$ cat config.mk
export PLATFORM = sky130hd
export DESIGN_NAME = pad_cal_ctrl
export DESIGN_NICKNAME = d
export VERILOG_FILES = /design/src/rtl/pad_cal_pkg.sv /design/src/rtl/pad_cal_conv.sv /design/src/rtl/pad_cal_timer.sv /design/src/rtl/pad_cal_enreg.sv /design/src/rtl/pad_cal_ctrl.sv
export SDC_FILE = /design/constraint.sdc
export NUM_CORES = 1
export LEC_CHECK = 0
export ABC_AREA = 1
export BUFFER_PORTS_ARGS = -buffer_cell sky130_fd_sc_hd__buf_4
export CAP_MARGIN = 20
export CORE_UTILIZATION = 35
export DETAILED_ROUTE_END_ITERATION = 12
export PLACE_DENSITY = 0.61
export SLEW_MARGIN = 25
export SYNTH_ARGS = -nofsm -noshare
export SYNTH_HDL_FRONTEND = slang
export SYNTH_HIERARCHICAL = 1
export SYNTH_SLANG_ARGS = --single-unit
export TNS_END_PERCENT = 1
$ cat constraint.sdc
create_clock -name clk_i -period 3.3 [get_ports clk_i]
set_clock_uncertainty 0.2 [all_clocks]
set_input_delay 0.165 -clock clk_i [delete_from_list [all_inputs] [get_ports clk_i]]
set_output_delay 0.165 -clock clk_i [all_outputs]
set_load 0.005 [all_outputs]
$ cat src/rtl/pad_cal_pkg.sv
package pad_cal_pkg;
  typedef enum logic [1:0] {
    MODE_DDR2  = 2'd0,
    MODE_DDR3  = 2'd1,
    MODE_LPDDR = 2'd2,
    MODE_RSVD  = 2'd3
  } mem_mode_e;

  localparam int unsigned EN_PU   = 0;
  localparam int unsigned EN_PD   = 1;
  localparam int unsigned EN_TERM = 2;

  function automatic logic cal_mode_ok(input logic [1:0] mode);
    return (mode == MODE_DDR2) || (mode == MODE_DDR3);
  endfunction
endpackage

$ cat src/rtl/pad_cal_conv.sv
// termination code = round(ohm * 8 / 5), clamped to field max
module pad_cal_conv #(
  parameter int unsigned CODE_W = 8
) (
  input  logic [CODE_W-1:0] ohm_i,
  output logic [CODE_W-1:0] code_o
);
  localparam int unsigned PW   = CODE_W + 4;
  localparam int unsigned MAXV = (1 << CODE_W) - 1;

  logic [PW-1:0] num;
  logic [PW-1:0] quo;

  always_comb begin
    num = (PW'(ohm_i) << 3) + PW'(2);
    quo = num / PW'(5);
    if (quo > PW'(MAXV)) code_o = '1;
    else                 code_o = quo[CODE_W-1:0];
  end
endmodule

$ cat src/rtl/pad_cal_timer.sv
module pad_cal_timer #(
  parameter int unsigned SETTLE_CYC = 300
) (
  input  logic clk_i,
  input  logic rst_ni,
  input  logic load_i,
  output logic busy_o,
  output logic fin_o
);
  localparam int unsigned CW = $clog2(SETTLE_CYC + 1);

  logic [CW-1:0] cnt_q;

  always_ff @(posedge clk_i or negedge rst_ni) begin
    if (!rst_ni)              cnt_q <= '0;
    else if (load_i)          cnt_q <= CW'(SETTLE_CYC);
    else if (cnt_q != '0)     cnt_q <= cnt_q - CW'(1);
  end

  assign busy_o = (cnt_q != '0);
  assign fin_o  = (cnt_q == CW'(1));
endmodule

$ cat src/rtl/pad_cal_enreg.sv
module pad_cal_enreg #(
  parameter int unsigned N_EN = 3
) (
  input  logic            clk_i,
  input  logic            rst_ni,
  input  logic            we_i,
  input  logic [N_EN-1:0] d_i,
  output logic [N_EN-1:0] q_o
);
  for (genvar g = 0; g < N_EN; g++) begin : g_bit
    always_ff @(posedge clk_i or negedge rst_ni) begin
      if (!rst_ni)   q_o[g] <= 1'b1;
      else if (we_i) q_o[g] <= d_i[g];
    end
  end
endmodule

$ cat src/rtl/pad_cal_ctrl.sv
module pad_cal_ctrl #(
  parameter int unsigned CODE_W     = 8,
  parameter int unsigned SETTLE_CYC = 300,
  parameter int unsigned N_EN       = 3
) (
  input  logic              clk_i,
  input  logic              rst_ni,
  input  logic [1:0]        mem_mode_i,
  input  logic [CODE_W-1:0] ac_ohm_i,
  input  logic [CODE_W-1:0] dq_ohm_i,
  input  logic [CODE_W-1:0] odt_ohm_i,
  input  logic              odt_bypass_i,
  input  logic              start_i,
  input  logic              en_we_i,
  input  logic [N_EN-1:0]   en_d_i,
  output logic              pad_start_o,
  output logic [N_EN-1:0]   pad_en_o,
  output logic [CODE_W-1:0] ac_code_o,
  output logic [CODE_W-1:0] dq_code_o,
  output logic [CODE_W-1:0] odt_code_o,
  output logic              busy_o,
  output logic              done_o
);
  import pad_cal_pkg::*;

  logic              busy, fin, accept, skip;
  logic [CODE_W-1:0] odt_conv;
  logic [N_EN-1:0]   en_q;

  assign accept = start_i && !busy &&  cal_mode_ok(mem_mode_i);
  assign skip   = start_i && !busy && !cal_mode_ok(mem_mode_i);

  pad_cal_conv #(.CODE_W(CODE_W)) u_conv (
    .ohm_i  (odt_ohm_i),
    .code_o (odt_conv)
  );

  pad_cal_timer #(.SETTLE_CYC(SETTLE_CYC)) u_timer (
    .clk_i  (clk_i),
    .rst_ni (rst_ni),
    .load_i (accept),
    .busy_o (busy),
    .fin_o  (fin)
  );

  pad_cal_enreg #(.N_EN(N_EN)) u_enreg (
    .clk_i  (clk_i),
    .rst_ni (rst_ni),
    .we_i   (en_we_i),
    .d_i    (en_d_i),
    .q_o    (en_q)
  );

  always_ff @(posedge clk_i or negedge rst_ni) begin
    if (!rst_ni) begin
      ac_code_o  <= '0;
      dq_code_o  <= '0;
      odt_code_o <= '0;
    end else if (accept) begin
      ac_code_o  <= ac_ohm_i;
      dq_code_o  <= dq_ohm_i;
      odt_code_o <= odt_bypass_i ? '0 : odt_conv;
    end
  end

  always_ff @(posedge clk_i or negedge rst_ni) begin
    if (!rst_ni) begin
      pad_start_o <= 1'b0;
      done_o      <= 1'b0;
    end else begin
      pad_start_o <= accept;
      if (accept)           done_o <= 1'b0;
      else if (fin || skip) done_o <= 1'b1;
    end
  end

  always_comb begin
    pad_en_o = en_q;
    if (odt_bypass_i) pad_en_o[EN_TERM] = 1'b0;
  end

  assign busy_o = busy;
endmodule

# Word level (Yosys, flattened, before mapping)

Cells that the tools add are included.

Output and inout bits: 30
Input bits: 34
Register bits after elaboration: 38

Div/mod/pow operators: 1
Muxes and demuxes: 7
Eq/ne operators: 2
Add/sub/neg operators: 2
$lt $le $gt $ge: 1
Reductions and logical operators: 11

Operators with widths:

| cell                    | count |
|---|---|
| $mux W9                 | 2 |
| $mux W8                 | 2 |
| $add A11 B2 Y12 const B | 1 |
| $div A12 B3 Y12 const B | 1 |
| $gt A12 B8 Y1 const B   | 1 |
| $eq A9 B1 Y1 const B    | 1 |
| $reduce_bool A9 Y1      | 1 |
| $sub A9 B1 Y9 const B   | 1 |
| $reduce_bool A2 Y1      | 2 |
| $logic_and A1 B1 Y1     | 3 |
| $mux W1                 | 3 |
| $eq A2 B1 Y1 const B    | 1 |
| $logic_not A1 Y1        | 2 |
| $logic_not A2 Y1        | 1 |
| $logic_or A1 B1 Y1      | 2 |

# Logic depth before layout (Yosys ltp)

Word-level depth: 7
Depth in mapped cells: 42

# Cells and area by module

Netlist, hierarchy kept.

Modules (own cells, without submodules):

| module        | times used | cells each | area each (µm²) |
|---|---|---|---|
| pad_cal_ctrl  | 1          | 133        | 1129.8 |
| pad_cal_conv  | 1          | 131        | 723.2 |
| pad_cal_timer | 1          | 78         | 593.1 |
| pad_cal_enreg | 1          | 13         | 116.4 |

# Least setup slack after synthesis

OpenSTA, ideal clock, no wires.

Kind: input-to-reg
Start: input port odt_ohm_i[6]
End: register odt_code_o[0]
Path buffers: 0
Setup time: 0.117 ns
Stages on the path: 33
Required time: 2.983 ns
Arrival time: 3.020 ns
Slack: -0.038 ns
Path through: o21ai_2 nand2_2 nand2_2 nand2_1 nand2_2 inv_2 nand2_4 nand2_2 nand2_2 nand3_2 nand2_4 nand2_2 nand2_1 nand3_2 nand2_2 nand2_4 nand2_1 nand2_2 inv_2 nand2_4 nand3_1 nand2_2 o21bai_4 inv_1 ha_1 a21oi_1 nand2_1 nand2_1 nand3_1 inv_1 nor2_1 nand3_1 nand2_1

Cells in the longest elaborated chain, start to end: 5

Ends and longest elaborated chain:

| what                 | line               | text |
|---|---|---|
| from (decl)          | pad_cal_ctrl.sv:11 | `input logic [CODE_W-1:0] odt_ohm_i,` |
| $add A11 B2 Y12 *    | pad_cal_conv.sv:15 | `num = (PW'(ohm_i) << 3) + PW'(2);` |
| $div A12 B3 Y12 *    | pad_cal_conv.sv:16 | `quo = num / PW'(5);` |
| $gt A12 B8 Y1        | pad_cal_conv.sv:17 | `if (quo > PW'(MAXV)) code_o = '1;` |
| $mux W8 *            | pad_cal_conv.sv:17 |  |
| via odt_conv[0]      | pad_cal_ctrl.sv:27 | `logic [CODE_W-1:0] odt_conv;` |
| $mux W8 *            | pad_cal_ctrl.sv:62 | `odt_code_o <= odt_bypass_i ? '0 : odt_conv;` |
| to (signal assigned) | pad_cal_ctrl.sv:62 |  |
| to (decl)            | pad_cal_ctrl.sv:20 | `output logic [CODE_W-1:0] odt_code_o,` |

The timed path passes the listed nets; every way through them passes the cells marked *.
A chain may end at the register's enable or synchronous reset.

# Worst setup path after layout

Start: input port odt_ohm_i[5]
End: register odt_code_o[0]

The elaborated chain is that of the path after synthesis.

==> impl_metrics.env <==
export IMPL_drive_gt1_frac=0.400
export IMPL_path_max_fanout=5
export IMPL_num_rows=30
export IMPL_fin_area_sq_mm=0.00398
export IMPL_startpoint_type="primary input"
export IMPL_crit_top_cell="nand2_4"
export IMPL_synth_top_cell_area_share=0.342
export IMPL_h_tree_depth=2
export IMPL_io_pins=64
export IMPL_die_width_um=87.6
export IMPL_nets=515
export IMPL_grt_max_degree=39
export IMPL_pre_cts_ws_ns=-0.293
export IMPL_rsz0062_at_grt="yes"
export IMPL_initial_core_util=0.369
export IMPL_yosys_warnings=6
export IMPL_maxSlewHeadroom=0.600
export IMPL_clock_path_buffers=2
export IMPL_crit_required_ns=3.33
export IMPL_grt_pass1_vias=2346
export IMPL_gp_congestion=0.786
export IMPL_first_iter_violations=65
export IMPL_ys_seq_area_frac=0.373
export IMPL_ys_async_sr_fraction=1.00
export IMPL_grt_first_pass_wirelength_um=10400
export IMPL_yosysMostFrequentCell="nand2_1"
export IMPL_setup_viol=0
export IMPL_r2r_start="u_timer/cnt_q[0]"
export IMPL_p_per_area_mw_per_mm2=472
export IMPL_cpPeakStageDelay_ns=0.28
export IMPL_place_area_sq_mm=0.00329
export IMPL_finalCritPeriodShare=0.984
export IMPL_via_count=2605
export IMPL_die_area_sq_mm=0.00767
export IMPL_yosys_area_top_type="dfrtp_1"
export IMPL_n_antenna_cell=0
export IMPL_area_delta_synth_final_pct=55.3
export IMPL_grt_antenna_before_repair=0
export IMPL_clock_latency_ns=0.30
export IMPL_worst_pin_slew_ns=0.599
export IMPL_synthFlopType="dfrtp_1"
export IMPL_drc=0
export IMPL_max_freq_ghz=0.308
export IMPL_coreArea_sq_mm=0.00694
export IMPL_fillers=626
export IMPL_p_leak_nw=2.24
export IMPL_grt_util_all_layers=0.170
export IMPL_avgSynthCellArea_sq_um=7.22
export IMPL_cp_arrival_ns=3.28
export IMPL_max_cap_viol_count=0
export IMPL_slowest_stage="ha_4"
export IMPL_synth_edf_count=0
export IMPL_fin_util=0.573
export IMPL_drtPass1Iterations=4
export IMPL_ys_types=31
export IMPL_regArea_sq_um=955
export IMPL_clockRootBuffer="clkbuf_8"
export IMPL_via_per_inst=4.55
export IMPL_wl_per_cell_um=11.1
export IMPL_ys_top_cells_by_area="dfrtp_1 (34%), nand2_1 (17%), nand3_1 (12%)"
export IMPL_clk_pin_slew_ns=0.07
export IMPL_syn_inst=355
export IMPL_r2r_end="u_timer/cnt_q[7]"
export IMPL_rrSetupSlack_ns=1.11
export IMPL_synth_seq_cells=38
export IMPL_multi_input_area_sq_mm=0.00155
export IMPL_finalHoldViolations=0
export IMPL_clkSinkCount=38
export IMPL_synthTopCellsByCount="nand2_1 (118), nand3_1 (60), inv_1 (39), dfrtp_1 (35), nor2_1 (21)"
export IMPL_hold_depth=4
export IMPL_fin_crit_ns=3.25
export IMPL_fin_ws_ns=0.0519
export IMPL_synth_nets=394
export IMPL_status="completed"
export IMPL_totalWireLength_um=6350
export IMPL_worstSetupEndpointType="flop"
export IMPL_timing_hold_ws_ns=0.0154
export IMPL_die_h_um=87.6
export IMPL_cts_tree="built"
export IMPL_path_class="primary input to flop"
export IMPL_hold_path_class="primary input to flop"
export IMPL_detail_route_antenna_nets=0
export IMPL_hpwl_um=4240
export IMPL_gr_total_overflow=0
export IMPL_peakVddDrop_uv=171
export IMPL_io_buffers=62
export IMPL_drv_slew=0
export IMPL_timing_setup_tns_ns=0
export IMPL_cts_buffers=5
export IMPL_holdPathEnd="odt_code_o[0]"
export IMPL_r2r_cells=12
export IMPL_hp_start="odt_bypass_i"
export IMPL_netlist_area_sq_mm=0.00256
[how the worst max path moves through the flow]
stage / cells after the start / start / endpoint / slack (ns)
after floorplan: 33 / odt_ohm_i[6] / odt_code_o[0] / 0.04
after global placement: 31 / odt_ohm_i[7] / odt_code_o[0] / -0.18
after detailed placement: 40 / odt_ohm_i[7] / odt_code_o[0] / -0.29
after CTS: 39 / odt_ohm_i[7] / odt_code_o[0] / 0.006
after global routing: 36 / odt_ohm_i[5] / odt_code_o[0] / -0.23
final: 36 / odt_ohm_i[5] / odt_code_o[0] / 0.05
[layout make-up]
| cell class | count | share of cell area |
|---|---|---|
| Clock buffer | 5 | 0.0173 |
| Clock inverter | 3 | 0.0173 |
| Inverter | 52 | 0.0528 |
| Multi-Input combinational cell | 257 | 0.389 |
| Sequential cell | 38 | 0.240 |
| Tap cell | 96 | 0.0302 |
| Timing Repair Buffer | 122 | 0.254 |
[critical path, delay by kind of cell]
| family | cells | cell delay [ns] |
|---|---|---|
| buffers and inverters | 6 | 0.41 |
| AND/OR/NAND/NOR | 27 | 2.13 |
| adder cells (fa/ha/maj) | 1 | 0.28 |
| AO/OA/AOI/OAI | 2 | 0.30 |
[flip-flops by register name, summed over array words and instances, names as in the netlist]
signal / cells
odt_code_o: 8
done_o: 1
ac_code_o: 8
pad_start_o: 1
u_enreg/q_o: 3
dq_code_o: 8
u_timer/cnt_q: 9
[metrics by stage]
stage / std cells / total power, mW
2_1_floorplan: 355 / 0.939
3_3_place_gp: 531 / 1.18
3_5_place_dp: 531 / 1.19
4_1_cts: 566 / 1.70
5_1_grt: 573 / 2.01
6_report: 573 / 1.88
[cell usage in the layout, fill, tap and decap left out, types with 2 or more instances in the layout]
cell	count
dfstp_2	3
dlygate4sd3_1	27
ha_4	2
o21ai_0	3
nand2_2	19
inv_4	4
nor2_1	21
buf_6	4
nand3b_1	2
nand3_1	52
clkbuf_8	5
o21ai_4	2
inv_1	33
nor2_2	2
ha_1	2
nand2_4	16
nand4_1	4
nand2_1	102
nand3_2	14
nand3_4	3
bufinv_16	2
dfrtp_1	35
inv_2	14
buf_4	90
[where the power goes]
part	switching [mW]	internal, mW	total (mW)
combinational	0.463	0.443	0.905
clock	0.175	0.303	0.478
sequential	0.0103	0.485	0.496
total	0.648	1.23	1.88
[what timing repair did]
item	in CTS	in global routing
resized for setup	0	62
buffers inserted	0	7
hold buffers	27	0
setup endpoints to repair	0	2
endpoints found under the hold margin	58	0
[metal layers]
layer / part of all wire / GRT usage
met4: 0.0093 / 0.0447
met2: 0.48 / 0.287
met3: 0.046 / 0.0377
met5: 0 / 0
met1: 0.46 / 0.221
[logic make-up after synthesis]
kind of cell / Yosys count / share of synthesized area
xor+xnor: 1 / 0.00928
buf+inv: 60 / 0.101
flops: 38 / 0.373
compound gates: 12 / 0.0361
fa+ha+maj: 5 / 0.0244
simple gates: 239 / 0.457
(Power assumes the default switching activity.)
